[config.mk]
export PLATFORM = sky130hd
export DESIGN_NAME = evc_cascade_counter
export DESIGN_NICKNAME = d
export VERILOG_FILES = /design/src/rtl/evc_pkg.sv /design/src/rtl/evc_edge_sync.sv /design/src/rtl/evc_gate_timer.sv /design/src/rtl/evc_low_stage.sv /design/src/rtl/evc_high_stage.sv /design/src/rtl/evc_cascade_counter.sv
export SDC_FILE = /design/constraint.sdc
export NUM_CORES = 1
export LEC_CHECK = 0
export ABC_CLOCK_PERIOD_IN_PS = 6990
export BUFFER_PORTS_ARGS = -buffer_cell sky130_fd_sc_hd__buf_2
export CAP_MARGIN = 20
export CORE_UTILIZATION = 52
export DETAILED_ROUTE_END_ITERATION = 12
export PLACE_DENSITY = 0.9
export SLEW_MARGIN = 20
export SYNTH_ARGS = -nofsm -noshare
export SYNTH_HDL_FRONTEND = slang
export SYNTH_HIERARCHICAL = 1
export SYNTH_SLANG_ARGS = --single-unit
[constraint.sdc]
create_clock -name clk -period 6.99 [get_ports clk]
set_input_delay 1.0485 -clock clk [delete_from_list [all_inputs] [get_ports clk]]
set_output_delay 1.0485 -clock clk [all_outputs]
set_load 0.005 [all_outputs]
[src/rtl/evc_pkg.sv]
package evc_pkg;
    typedef enum logic [1:0] {
        EDGE_FALL = 2'b00,
        EDGE_RISE = 2'b01,
        EDGE_NONE_A = 2'b10,
        EDGE_NONE_B = 2'b11
    } edge_sel_e;
endpackage

[src/rtl/evc_edge_sync.sv]
module evc_edge_sync #(
    parameter int SYNC_STAGES = 2
) (
    input  logic       clk,
    input  logic       rst_n,
    input  logic       pin_i,
    input  logic [1:0] edge_sel_i,
    output logic       evt_o
);
    import evc_pkg::*;

    typedef struct packed {
        logic [SYNC_STAGES-1:0] sync;
        logic                   prev;
    } sync_st_t;

    sync_st_t st_d, st_q;
    logic     lvl;

    always_comb begin
        st_d      = st_q;
        st_d.sync = {st_q.sync[SYNC_STAGES-2:0], pin_i};
        st_d.prev = st_q.sync[SYNC_STAGES-1];
        lvl       = st_q.sync[SYNC_STAGES-1];
        unique case (edge_sel_e'(edge_sel_i))
            EDGE_FALL: evt_o = !lvl && st_q.prev;
            EDGE_RISE: evt_o = lvl && !st_q.prev;
            default:   evt_o = 1'b0;
        endcase
    end

    always_ff @(posedge clk) begin
        if (!rst_n) st_q <= '0;
        else        st_q <= st_d;
    end
endmodule

[src/rtl/evc_gate_timer.sv]
module evc_gate_timer #(
    parameter int W = 8
) (
    input  logic         clk,
    input  logic         rst_n,
    input  logic         run_i,
    input  logic [W-1:0] period_i,
    input  logic [W-1:0] duty_i,
    output logic         gate_o
);
    typedef struct packed {
        logic [W-1:0] cnt;
    } gate_st_t;

    gate_st_t st_d, st_q;

    always_comb begin
        st_d = st_q;
        if (run_i) begin
            if (st_q.cnt == period_i) st_d.cnt = '0;
            else                      st_d.cnt = st_q.cnt + 1'b1;
        end
        gate_o = run_i ? (st_q.cnt < duty_i) : 1'b1;
    end

    always_ff @(posedge clk) begin
        if (!rst_n) st_q <= '0;
        else        st_q <= st_d;
    end

    AST_GATE_HOLD: assert property (@(posedge clk) disable iff (!rst_n)
        !$past(run_i) |-> $stable(st_q.cnt));
endmodule

[src/rtl/evc_low_stage.sv]
module evc_low_stage #(
    parameter int W = 8
) (
    input  logic         clk,
    input  logic         rst_n,
    input  logic         run_i,
    input  logic         evt_i,
    input  logic [W-1:0] cmp_i,
    input  logic         mask_i,
    output logic [W-1:0] cnt_o,
    output logic         match_o,
    output logic         irq_o
);
    typedef struct packed {
        logic [W-1:0] cnt;
        logic         irq;
    } low_st_t;

    low_st_t st_d, st_q;
    logic    hit;

    always_comb begin
        st_d    = st_q;
        hit     = run_i && evt_i;
        match_o = hit && (st_q.cnt == cmp_i);
        if (match_o)  st_d.cnt = '0;
        else if (hit) st_d.cnt = st_q.cnt + 1'b1;
        st_d.irq = match_o && !mask_i;
    end

    always_ff @(posedge clk) begin
        if (!rst_n) st_q <= '0;
        else        st_q <= st_d;
    end

    assign cnt_o = st_q.cnt;
    assign irq_o = st_q.irq;

    AST_LOW_HOLD: assert property (@(posedge clk) disable iff (!rst_n)
        !$past(run_i) |-> $stable(st_q.cnt));
    AST_LOW_IRQ_PULSE: assert property (@(posedge clk) disable iff (!rst_n)
        irq_o |-> (st_q.cnt == '0));
endmodule

[src/rtl/evc_high_stage.sv]
module evc_high_stage #(
    parameter int W = 16
) (
    input  logic         clk,
    input  logic         rst_n,
    input  logic         run_i,
    input  logic         tick_i,
    input  logic [W-1:0] cmp_a_i,
    input  logic [W-1:0] cmp_b_i,
    input  logic         mask_a_i,
    input  logic         mask_b_i,
    output logic [W-1:0] cnt_o,
    output logic         irq_a_o,
    output logic         irq_b_o
);
    typedef struct packed {
        logic [W-1:0] cnt;
        logic         irq_a;
        logic         irq_b;
    } high_st_t;

    high_st_t     st_d, st_q;
    logic         adv, clr;
    logic [W-1:0] nxt;

    always_comb begin
        st_d = st_q;
        adv  = run_i && tick_i;
        clr  = adv && (st_q.cnt == cmp_a_i);
        nxt  = clr ? '0 : st_q.cnt + 1'b1;
        if (adv) st_d.cnt = nxt;
        st_d.irq_a = clr && !mask_a_i;
        st_d.irq_b = adv && (nxt == cmp_b_i) && !mask_b_i;
    end

    always_ff @(posedge clk) begin
        if (!rst_n) st_q <= '0;
        else        st_q <= st_d;
    end

    assign cnt_o   = st_q.cnt;
    assign irq_a_o = st_q.irq_a;
    assign irq_b_o = st_q.irq_b;

    AST_HIGH_MASK_A: assert property (@(posedge clk) disable iff (!rst_n)
        irq_a_o |-> !$past(mask_a_i));
    AST_HIGH_B_VALUE: assert property (@(posedge clk) disable iff (!rst_n)
        irq_b_o |-> (st_q.cnt == $past(cmp_b_i)));
endmodule

[src/rtl/evc_cascade_counter.sv]
module evc_cascade_counter #(
    parameter int LOW_W       = 8,
    parameter int HIGH_W      = 16,
    parameter int GATE_W      = 8,
    parameter int SYNC_STAGES = 2
) (
    input  logic                    clk,
    input  logic                    rst_n,
    input  logic                    evt_pin,
    input  logic [1:0]              edge_sel,
    input  logic                    lo_run,
    input  logic                    hi_run,
    input  logic                    win_run,
    input  logic                    gate_on,
    input  logic [LOW_W-1:0]        lo_cmp,
    input  logic [HIGH_W-1:0]       hi_cmp_a,
    input  logic [HIGH_W-1:0]       hi_cmp_b,
    input  logic [GATE_W-1:0]       win_period,
    input  logic [GATE_W-1:0]       win_duty,
    input  logic                    lo_mask,
    input  logic                    hi_mask_a,
    input  logic                    hi_mask_b,
    output logic [LOW_W+HIGH_W-1:0] count,
    output logic                    lo_irq,
    output logic                    hi_irq_a,
    output logic                    hi_irq_b,
    output logic                    gate_out
);
    localparam int CNT_W = LOW_W + HIGH_W;

    logic              raw_evt, acc_evt, lo_match;
    logic [LOW_W-1:0]  lo_cnt;
    logic [HIGH_W-1:0] hi_cnt;

    evc_edge_sync #(.SYNC_STAGES(SYNC_STAGES)) u_sync (
        .clk(clk), .rst_n(rst_n), .pin_i(evt_pin),
        .edge_sel_i(edge_sel), .evt_o(raw_evt)
    );

    evc_gate_timer #(.W(GATE_W)) u_gate (
        .clk(clk), .rst_n(rst_n), .run_i(win_run),
        .period_i(win_period), .duty_i(win_duty), .gate_o(gate_out)
    );

    assign acc_evt = raw_evt && (!gate_on || gate_out);

    evc_low_stage #(.W(LOW_W)) u_low (
        .clk(clk), .rst_n(rst_n), .run_i(lo_run), .evt_i(acc_evt),
        .cmp_i(lo_cmp), .mask_i(lo_mask), .cnt_o(lo_cnt),
        .match_o(lo_match), .irq_o(lo_irq)
    );

    evc_high_stage #(.W(HIGH_W)) u_high (
        .clk(clk), .rst_n(rst_n), .run_i(hi_run), .tick_i(lo_match),
        .cmp_a_i(hi_cmp_a), .cmp_b_i(hi_cmp_b),
        .mask_a_i(hi_mask_a), .mask_b_i(hi_mask_b),
        .cnt_o(hi_cnt), .irq_a_o(hi_irq_a), .irq_b_o(hi_irq_b)
    );

    assign count = CNT_W'({hi_cnt, lo_cnt});

    AST_HIGH_ONLY_ON_MATCH: assert property (@(posedge clk) disable iff (!rst_n)
        !$stable(hi_cnt) |-> $past(lo_match));
    AST_LOW_SINGLE_STEP: assert property (@(posedge clk) disable iff (!rst_n)
        !$stable(lo_cnt) |-> (lo_cnt == $past(lo_cnt) + 1'b1) || (lo_cnt == '0));
    AST_GATE_BLOCKS: assert property (@(posedge clk) disable iff (!rst_n)
        (gate_on && !gate_out && raw_evt) |=> $stable(lo_cnt));
endmodule

-- Word-level counts from Yosys, hierarchy flattened
Cells that the tools add are included.
- latch bits: 0
- ROM bits: 0
- register bits: 38
- memories kept: 0
- RAM bits: 0
- input port bits: 68
- logic and storage cells: 42
- output and inout bits: 28
- reductions and logical operators: 20
- multiplexer cells: 4
- $mul: 0
- $lt $le $gt $ge: 1
- add/subtract/negate cells: 3
- shifts and indexed selects: 0
- eq/ne operators: 5
- bitwise gates (word level): 1
- div/mod/pow operators: 0
- operator list (kind ; number):
    16-bit equality test ; 2
    16-bit by 1-bit adder with 16-bit output (second input constant) ; 1
    8-bit by 1-bit adder with 8-bit output (second input constant) ; 2
    8-bit equality test ; 2
    16-bit two-way mux ; 1
    1-bit logical AND ; 11
    8-bit < comparator ; 1
    8-bit two-way mux ; 1
    1-bit zero test ; 6
    2-bit by 1-bit equality test with 1-bit output (second input constant) ; 1
    2-bit zero test ; 1
    1-bit case mux with 2 select lines ; 1
    2-bit OR reduction ; 1
    1-bit logical OR ; 1
    1-bit two-way mux ; 1
    1-bit inverter ; 1

-- Logic depth before layout (Yosys ltp)
Gate-level depths: netlist of run 1.
- depth after elaboration: 12
- gate-level depth with buffers: 20
- mapped depth without buffers: 18

-- Modules after synthesis
Netlist of run 1, hierarchy kept.
- by module, submodules not included (module ; seq. area each (um^2) ; area an instance (um^2) ; cells each ; times used):
    evc_high_stage ; 360.3 ; 1596.5 ; 206 ; 1
    evc_gate_timer ; 160.2 ; 630.6 ; 73 ; 1
    evc_low_stage ; 180.2 ; 523.0 ; 51 ; 1
    evc_edge_sync ; 60.1 ; 101.3 ; 9 ; 1
    evc_cascade_counter ; 0.0 ; 11.3 ; 2 ; 1

-- Least setup slack after synthesis of run 1
Ideal clock, no wire load.
- kind: input to register
- from: input port win_duty[1]
- to: register u_high.st_q (netlist bit u_high/irq_b_o)
- setup slack: 2.783 ns
- stages on the path: 18
- data arrival time: 4.121 ns
- data required time: 6.904 ns
- buffers on the path: 2
- setup time: 0.086 ns
- cell sequence: inv_1 -> ha_1 -> a2111oi_2 -> o211ai_1 -> nand3_1 -> inv_1 -> a21boi_1 -> and2_0 -> buf_4 -> nand2_2 -> nor3_2 -> and2_1 -> clkbuf_1 -> nand3_1 -> nor3_2 -> nand3_1 -> a2111o_1 -> a221oi_2
- longest elaborated chain between the ends: 12
- RTL lines (item ; line ; RTL):
    start, declared ; evc_cascade_counter.sv:19 ; input logic [GATE_W-1:0] win_duty,
    8-bit < comparator (*) ; evc_gate_timer.sv:23 ; gate_o = run_i ? (st_q.cnt < duty_i) : 1'b1;
    1-bit two-way mux (*) ; evc_gate_timer.sv:23 ;
    net gate_out ; evc_cascade_counter.sv:27 ; output logic gate_out
    1-bit logical OR (*) ; evc_cascade_counter.sv:45 ; assign acc_evt = raw_evt && (!gate_on || gate_out);
    1-bit logical AND (*) ; evc_cascade_counter.sv:45 ;
    net acc_evt ; evc_cascade_counter.sv:31 ; logic raw_evt, acc_evt, lo_match;
    1-bit logical AND (*) ; evc_low_stage.sv:24 ; hit = run_i && evt_i;
    1-bit logical AND (*) ; evc_low_stage.sv:25 ; match_o = hit && (st_q.cnt == cmp_i);
    net lo_match ; evc_cascade_counter.sv:31 ;
    1-bit logical AND (*) ; evc_high_stage.sv:28 ; adv = run_i && tick_i;
    1-bit logical AND ; evc_high_stage.sv:29 ; clr = adv && (st_q.cnt == cmp_a_i);
    16-bit two-way mux ; evc_high_stage.sv:30 ; nxt = clr ? '0 : st_q.cnt + 1'b1;
    16-bit equality test ; evc_high_stage.sv:33 ; st_d.irq_b = adv && (nxt == cmp_b_i) && !mask_b_i;
    1-bit logical AND (*) (2 in series) ; evc_high_stage.sv:33 ;
    end signal, assigned ; evc_high_stage.sv:38 ; else st_q <= st_d;
    end, declared ; evc_high_stage.sv:22 ; high_st_t st_d, st_q;
The timed path passes the listed nets; every way through them passes the cells marked *.
A chain may end at the register's enable or synchronous reset.

-- Final worst setup path of run 1
- from: input port win_duty[6]
- to: register u_high.st_q (netlist bit u_high/irq_b_o)
- longest elaborated chain between the ends: 12
- RTL lines (item ; line):
    8-bit < comparator (*) ; evc_gate_timer.sv:23
    1-bit two-way mux (*) ; evc_gate_timer.sv:23
    1-bit logical OR (*) ; evc_cascade_counter.sv:45
    1-bit logical AND (*) ; evc_cascade_counter.sv:45
    net acc_evt ; evc_cascade_counter.sv:31
    1-bit logical AND (*) ; evc_low_stage.sv:24
    1-bit logical AND (*) ; evc_low_stage.sv:25
    net lo_match ; evc_cascade_counter.sv:31
    1-bit logical AND (*) ; evc_high_stage.sv:28
    1-bit logical AND ; evc_high_stage.sv:29
    16-bit two-way mux ; evc_high_stage.sv:30
    16-bit equality test ; evc_high_stage.sv:33
    1-bit logical AND (*) (2 in series) ; evc_high_stage.sv:33
Marks and branches as above.

==> impl_summary.md, run 1 <==
Clock network
The number of gates resized after CTS was 0. The TritonCTS clock tree is yes. The clock slew seen by the registers of the worst setup and hold paths is 0.08 ns. The H-tree generated during clock tree synthesis spans 2 levels. The number of post-CTS setup repair buffers is 0. The post-cts hold buffer count is 0. The clock sink count is 38.

The largest buffer count on any clock path is 2. The tree is rooted in a clkbuf_8. The clock reaches the later pin of the worst-skew pair after 0.28 ns. The CTS buffer count is 5.

Worst setup path
In this run the worst setup path begins at win_duty[6]. The data arrival time of the critical path is 4.79 ns. The worst setup path is captured at a register. The worst setup path is launched from an input pin. In this run the worst path has a maximum fanout of 9. The kind of cell with the highest combined delay along the critical path is simple AND/OR/NAND/NOR gates. The largest single stage delay on the critical path is 0.48 ns. Traced cell by cell, the critical path runs through buf_2, inv_1, ha_1, a21o_1, a21oi_1, o211ai_1, nand3_1, inv_1, a21boi_1, and2_0, nand2_2, nor3_2, and2_1, nand3_1, nor3_2, nand3_1, a2111o_1, a221oi_2.

The number of buffers and inverters on the critical path is 3. The required time of the critical path is 7.19 ns. For this design, the slowest cell found on the critical path is nor3_2. The reg-to-reg critical path startpoint is u_gate/st_q[2]. The dominant cell type by count on the critical path is nand3_1.

The worst setup path is of the in2reg kind.

Drt
The routed wire length on met3 is 612 um. Wires add up to 7120 um. The highest metal layer carrying signal wires in the routed design is met4. The detailed router finished its first iteration with 255 violations. The via density per instance is 5.70. The routed design uses 3430 um of met2 wire. The count of unresolved DRC violations after routing is 0. The per-cell routed wire length is 14.4 um. The detailed router placed 2827 vias in this run. The count of nets left with antenna violations after detail routing is 0.

The first detailed-routing pass took 4 iterations. For this block, wires on met1 add up to 3000 um.

Placed design
The half-perimeter wire length after placement is 5510 um. The quantity of I/O buffers inserted on ports is 95. Timing analysis after detailed placement gives a worst setup slack of 2.16 ns. Routability-driven placement finished with a final weighted congestion of 0.884.

Floorplan
The die height is 76.2 um. The x dimension of the die is 76.2 um. The placement row count is 26.

After floorplanning, the core was sized to cover 0.00520 mm2. The starting utilization of the core area is 55.0%. The die covers 0.00581 mm2. Pin placement for this block handled 96 I/O pins.

Power and ir drop
Internal power comes to 0.000362 W. The switching fraction of total power is 22.2%. Combinational cells account for 11.8% of the total power.

The areal power density over the cells is 135 mW/mm2. VDD sags by at most 101 uV. The leakage component of the power is 1.44 nW. The share of power burned in registers is 47.6%.

The switching power is 0.000103 W. The clock network fraction of design power is 40.6%.

Final layout
The number of fill cells in the layout is 442. In the final layout, the share of cells above drive strength 1 is 27.9%. From synthesis to final layout, the design area changed by 20.3%. The net total in the final layout is 504.

The number of antenna diodes in the final layout is 0. The utilization after layout is 66.2%.

Synth
The total standard cell area after synthesis is 0.00286 mm2. Counting flops with an async set or reset pin after synthesis yields a share of 0%. Synthesis handed over a netlist of 341 instances. The number of unique standard cell types used by synthesis is 60. The number of nets in the synthesized netlist is 419.

The number of flops mapped to enable cells by yosys is 0. Dividing the synthesized area by the synthesized cell count gives 8.40 um2. Sequential cells were found to cover 26.6% of the synthesized design area. The Yosys warning count is 6. The most used flip-flop cell after synthesis is dfxtp_1. The flip-flop and latch count after synthesis is 38.

STA
The part of the cycle the worst path needs is 65.7%. For the pin with the worst max-slew slack, the measured transition is 0.642 ns. The clock tree skew after final layout is 0.00578 ns. The worst path in the final design needs a cycle of 4.59 ns, including I/O delays and setup. The peak clock frequency supported by timing is 218 MHz. Headroom to the max-slew limit came out at 56.9%.

The worst path meets setup with 2.40 ns of slack. The count of pins over their slew limit is 0. The final number of setup-violating endpoints is 0. Setup repair after global routing left no endpoint under its margin. The hold violation count in the final report was 0. The total negative slack is 0 ns.

Status
The run finished with clean final reports.

Worst hold path
The worst hold path begins at u_sync/st_d[2]. The kind of path behind the tightest hold check is reg2reg.

Global routing
The global-route wire length before repair is 11800 um. The number of global-route vias before repair came to 2615. The maximum number of pins on one net before global-route repair is 25.

After global routing the overflow that remains totals 0. The initial antenna violation count came to 0. The aggregate global-route resource usage is 24.7%.

Run
The number of max-capacitance violations reported is 0.
-- per-layer routing --
layer / GRT usage, % / vias up
met4: 7.50 / 0
met1: 28.9 / 1291
met5: 0 / -
met2: 44.3 / 143
li1: - / 1379
met3: 6.23 / 14
-- Yosys cell counts (3+ instances only) --
| cell type | number | share of area (%) |
|---|---|---|
| dfxtp_1 | 38 | 27 |
| nor2b_1 | 9 | 2.0 |
| o21ai_0 | 10 | 1.7 |
| nor3_2 | 3 | 1.0 |
| clkbuf_1 | 7 | 0.92 |
| and3_1 | 3 | 0.66 |
| mux2i_1 | 3 | 1.0 |
| a21o_1 | 3 | 0.79 |
| a21boi_0 | 6 | 1.6 |
| nand3_1 | 17 | 3.0 |
| nor4_1 | 8 | 1.7 |
| nor3_1 | 10 | 1.7 |
| buf_4 | 5 | 1.3 |
| o21a_1 | 5 | 1.3 |
| xnor2_1 | 34 | 10 |
| xor2_1 | 25 | 7.6 |
| o31ai_4 | 3 | 2.2 |
| nand3b_1 | 4 | 1.0 |
| a22oi_1 | 4 | 1.0 |
| nand2_1 | 22 | 2.9 |
| and2_1 | 5 | 1.1 |
| a21oi_1 | 9 | 1.6 |
| ha_1 | 10 | 4.4 |
| nor2_1 | 29 | 3.8 |
| inv_1 | 12 | 1.6 |
| buf_2 | 4 | 0.70 |
| nand4_1 | 10 | 2.2 |
| or3_1 | 3 | 0.66 |
-- placed cells by master, fill, tap and decap left out, drive strengths merged, types with 3 or more instances in the layout --
master / count
a21boi: 7
a21oi: 9
inv: 12
o21ai: 10
and4: 4
and2: 7
nand2: 23
clkbuf: 6
or3: 3
ha: 10
buf: 95
nor2: 29
and3: 3
a22oi: 4
o31ai: 3
xnor2: 35
o21a: 5
nand3b: 4
nor3: 13
xor2: 25
a21o: 3
nor2b: 9
nor4: 8
nand4: 13
dfxtp: 38
nand3: 17
mux2i: 3
or4: 3
-- flip-flops by register name, indices dropped and copies added (netlist names) --
signal / count
u_gate/st_q: 8
u_high/cnt_o: 16
u_high/irq_a_o: 1
u_high/irq_b_o: 1
u_low/cnt_o: 8
u_low/irq_o: 1
u_sync/lvl: 1
u_sync/st_d: 1
u_sync/st_q: 1
-- power by group through the flow --
| stage | clock [W] | combinational (W) | sequential (W) |
|---|---|---|---|
| after floorplan | 0 | 0.0000273 | 0.000226 |
| after global placement | 0 | 0.0000525 | 0.000226 |
| after detailed placement | 0 | 0.0000546 | 0.000227 |
| after CTS | 0.000193 | 0.0000549 | 0.000221 |
| after global routing | 0.000203 | 0.0000602 | 0.000222 |
| final | 0.000189 | 0.0000547 | 0.000222 |
-- kinds of logic after synthesis --
kind of cell | count (synthesis) | synth area share (%)
xor+xnor | 60 | 19.0
buf+inv | 29 | 4.90
fa+ha+maj | 10 | 4.37
compound gates | 58 | 15.9
mux | 3 | 1.05
flops | 38 | 26.6
simple gates | 143 | 28.2
-- final timing paths --
| kind | to | slack, ns | cells after the start |
|---|---|---|---|
| worst max-delay path | u_high/irq_b_o | 2.40 | 18 |
| worst min register to register | u_sync/lvl | 0.44 | 1 |
| worst max register to register | u_high/irq_b_o | 2.78 | 16 |
| worst min-delay path | u_sync/lvl | 0.44 | 1 |
-- per-stage QoR --
stage | hold WS (ns) | std cells | total power (W) | area, um2
global placement | 0.415 | 489 | 0.000279 | 3330
finish | 0.437 | 496 | 0.000466 | 3440
global route | 0.465 | 496 | 0.000485 | 3440
floorplan | 0.412 | 341 | 0.000253 | 2860
CTS | 0.442 | 496 | 0.000470 | 3440
detailed placement | 0.432 | 489 | 0.000281 | 3330
-- worst reg2reg max path: cells and delay by family, from the launching register on --
kind	cells	cell delay, ns
flip-flops	1	0.51
buffers and inverters	1	0.05
AND/OR/NAND/NOR	8	2.03
AO/OA/AOI/OAI	6	1.24
adder cells (fa/ha/maj)	1	0.30
-- area by class of cell --
cell class	instances	area [um2]	share of cell area, %
Clock buffer	6	82.6	2.40
Clock inverter	1	30.0	0.872
Inverter	12	45.0	1.31
Multi-Input combinational cell	274	1960	57.0
Sequential cell	38	761	22.1
Tap cell	70	87.6	2.54
Timing Repair Buffer	95	475	13.8
No activity file was read; power rests on OpenSTA's default activity.
==> run 2, diff against run 1 <==
Settings changed: ABC_AREA from default to 1, ABC_CLOCK_PERIOD_IN_PS 6990 to 4400, PLACE_DENSITY 0.9 to 0.88.
Clock period 6.99 ns to 4.4 ns, I/O delays scaled along.
==> run 2 against run 1 <==
  * Worst setup slack got worse by 1.6 ns
  * Clock power increased by 61%
  * Critical path type unchanged
  * Sequential power increased by 58%
  * Register-to-register slack got worse by 1.9 ns
  * Highest routed layer unchanged
  * Critical path depth increased by 10
==> impl_summary.md, run 2 <==
Power and ir drop
The leakage component of the power is 2.16 nW (+50%). The worst vdd rail ir drop is 137 uV (+35%). The areal power density over the cells is 198 mW/mm2 (+47%).

Clock network
The number of resized instances in the post-cts repair step is 0 (unchanged). The largest buffer count on any clock path is 2 (unchanged). The CTS buffer count came to 5 (unchanged). The clock slew seen by the registers of the worst setup and hold paths was 0.07 ns (about the same). The number of post-CTS setup repair buffers is 0 (unchanged). The clock latency at the later pin of the worst-skew pair was 0.29 ns (about the same).

The root buffer cell is clkbuf_8. The clock sink count is 38 (unchanged). The deepest level of the CTS H-tree is 2 (unchanged).

The TritonCTS clock tree is yes. The post-cts hold buffer count is 0 (unchanged).

STA
The final hold slack came to 0.426 ns (-0.0111 ns). Static timing analysis puts the maximum clock frequency at 277 MHz. The count of pins over their slew limit was 0 (unchanged). The slew at the pin closest to its max-slew limit came to 0.402 ns (-0.240 ns).

The minimum clock period is 3.61 ns. The relative slew slack is 73.2% (+16 points). The total negative slack was 0 ns (unchanged). Setup repair after global routing left no endpoint under its margin. The final number of setup-violating endpoints is 0 (unchanged). The clock tree skew after final layout is 0.00915 ns (+0.00337 ns).

The hold violation count in the final report is 0 (unchanged). Of the available clock period, the critical path in the final layout requires 82.0%.

Final layout
The top cell types in the final layout, fill and taps aside, are 188 x nand2_1, 95 x buf_2, 88 x inv_1. The leading cell type in the layout, fill and taps excluded is nand2_1. The net total in the final layout is 727 (+44%). The area growth from synthesis to layout is 19.3%. The antenna diode count is 0 (unchanged). The fraction of layout instances using a drive strength above 1 is 22.0% (-5.9 points).

The number of flip-flops in the largest register came to 16 (unchanged).

Worst setup path
The worst setup path is captured at a register. The flop-to-flop setup slack is 0.85 ns (-1.93 ns). The number of buffers and inverters on the critical path was 4 (+1). The type of element launching the critical path is an input pin. Broken down by cell family, the worst path's largest delay share belongs to simple AND/OR/NAND/NOR gates.

The required time of the critical path was 4.64 ns (-2.55 ns). The maximum net fanout on the critical path came to 27 (+18). The depth of the worst register-to-register path is 26 (+10). The delay of the slowest cell on the worst path is 0.31 ns (-0.17 ns). In this run the worst setup path begins at win_duty[3].

The slowest library cell on the worst path is ha_1. The critical path is of the in2reg type. The worst register-to-register path ends at u_high/irq_b_o. The data arrival time of the critical path is 3.84 ns (-0.95 ns). The dominant cell type by count on the critical path is nand2_1.

The reg-to-reg critical path startpoint is u_gate/st_q[3].

Global routing
The met3 layer usage reported by global route is 4.49% (-1.7 points). The global routing stage identified its most utilized layer as met2. The global-route met1 utilization is 31.8% (+2.8 points).

The initial antenna violation count was 0 (unchanged). The aggregate global-route resource usage was 26.3% (+1.5 points). The fraction of met2 tracks used by global routing is 45.7% (+1.4 points). The number of global-route vias before repair is 3157 (+21%).

The global-route congestion overflow total is 0 (unchanged). The maximum number of pins on one net before global-route repair is 33 (+32%). The global-route wire length before repair is 13300 um (+13%).

Drt
The per-cell routed wire length was 11.8 um (-18%). The via total after detailed routing is 3633 (+29%). The count of nets left with antenna violations after detail routing is 0 (unchanged). The post-detailed-routing wire length is 8540 um (+20%). The via density per instance came to 5.02 (-12%). The count of TritonRoute iterations in the first routing pass came to 5 (+1). The count of unresolved DRC violations after routing was 0 (unchanged). The first-iteration detailed-routing DRC count was 222 (-13%).

Synth
The fraction of registers with async set/reset is 0% (unchanged). The most area-hungry cell type in the Yosys netlist is dfxtp_1. The synthesized area per cell came to 5.81 um2 (-31%). The most instantiated library cell after synthesis is nand2_1.

Sorting the synthesized cells by area gives the leading types as dfxtp_1 24%, nand2_1 22%, inv_1 10%. The post-synthesis net count is 634 (+51%). The synthesized instance count is 556 (+63%).

The flip-flop and latch count after synthesis is 38 (unchanged). The total standard cell area after synthesis was 0.00323 mm2 (+13%). The most used flip-flop cell after synthesis is dfxtp_1.

The number of flops mapped to enable cells by yosys is 0 (unchanged). The fraction of synthesized cell area taken by the top area cell type is 23.5% (-3.0 points). The Yosys warning count is 6 (unchanged). Sorting the synthesized cells by how often they occur yields 188 x nand2_1, 88 x inv_1, 62 x nor2_1, 38 x dfxtp_1. The sequential element share of the synthesized area is 23.5% (-3.0 points). The number of unique standard cell types used by synthesis is 32 (-47%).

Placed design
The final RePlAce weighted congestion is 0.964 (+9.0%). The half-perimeter wire length after placement came to 6750 um (+23%). The quantity of I/O buffers inserted on ports is 95 (unchanged).

Floorplan
The x dimension of the die is 80.8 um (+6.1%). The top-level I/O count came to 96 (unchanged). The placement row count was 28 (+7.7%). The area enclosed by the die boundary is 0.00653 mm2 (+13%).

The area of the placeable core is 0.00596 mm2 (+14%). The die height was 80.8 um (+6.1%). The starting utilization of the core area came to 54.3% (-0.74 points).

Worst hold path
In this run the most critical hold path is launched from u_sync/st_d[2]. The hold-critical path depth is 2 (+1). The path with the worst hold slack has its endpoint at u_sync/lvl. The kind of path behind the tightest hold check is reg2reg.

Status
The flow ran to the end, and the final reports show no timing, DRC or antenna violations.

Run
The number of max-capacitance violations reported is 0 (unchanged).
-- run 2: cell types whose count changed after synthesis, sizes merged, moves of 6 or more --
cell and delta:
nor3 -7, and2 -7, nand2 +173, xor2 -7, inv +92, nand3 +6
nor4 -8, o21ai +15, nor2b -9, a21boi -7, xnor2 -29, nor2 +41
a21oi +16
-- run 2: cell families after synthesis --
family,share of synthesized area [%]
AND/OR/NAND/NOR,42.3
buffers and inverters,14.4
AO/OA/AOI/OAI,9.02
flip-flops,23.5
XOR/XNOR,6.50
adder cells (fa/ha/maj),3.87
multiplexers,0.348
-- run 2: power breakdown --
| group | switching [W] | total, W | internal (W) |
|---|---|---|---|
| Combinational | 0.0000605 | 0.000110 | 0.0000499 |
| Clock | 0.000122 | 0.000304 | 0.000181 |
| Sequential | 0.00000424 | 0.000351 | 0.000347 |
| Total | 0.000187 | 0.000765 | 0.000578 |
-- run 2: layout make-up --
class / count / area, um2
Clock inverter: 1 / 30.0
Fill cell: 557 / 2100
Tap cell: 75 / 93.8
Multi-Input combinational cell: 401 / 2000
Timing Repair Buffer: 96 / 483
Clock buffer: 6 / 82.6
Inverter: 107 / 402
Sequential cell: 38 / 761
-- run 2: per-layer routing --
| metal | routed length (um) | share of wire (%) |
|---|---|---|
| met2 | 4060 | 48 |
| met4 | 233 | 2.7 |
| met1 | 3660 | 43 |
| met3 | 585 | 6.9 |
| met5 | 0 | 0 |
-- run 2: metrics by stage --
stage / util, % / instances / power [W] / worst slack, ns / instance area [um2]
6_report: 64.7 / 724 / 0.000765 / 0.794 / 3860
5_1_grt: 64.7 / 724 / 0.000804 / 0.495 / 3860
4_1_cts: 64.7 / 724 / 0.000771 / 0.824 / 3860
3_5_place_dp: 62.9 / 717 / 0.000468 / 0.591 / 3740
3_3_place_gp: 62.9 / 717 / 0.000464 / 0.758 / 3740
2_1_floorplan: - / 556 / 0.000419 / 1.11 / 3230
-- run 2: worst max-delay path by stage --
stage	end	slack, ns	cells past startpoint
2_1_floorplan	u_high/irq_b_o	1.11	27
3_3_place_gp	u_high/irq_b_o	0.76	28
3_5_place_dp	u_high/irq_b_o	0.59	28
4_1_cts	u_high/irq_b_o	0.82	28
5_1_grt	u_high/irq_b_o	0.49	28
6_report	u_high/irq_b_o	0.79	28
-- run 2: worst register-to-register path: cells and delay by family (launching register included) --
kind,cells,cell delay [ns]
and+or+nand+nor,18,1.92
buffers and inverters,2,0.12
DFF,1,0.44
AOI/OAI and AO/OA,5,0.71
adders and majority gates,1,0.30
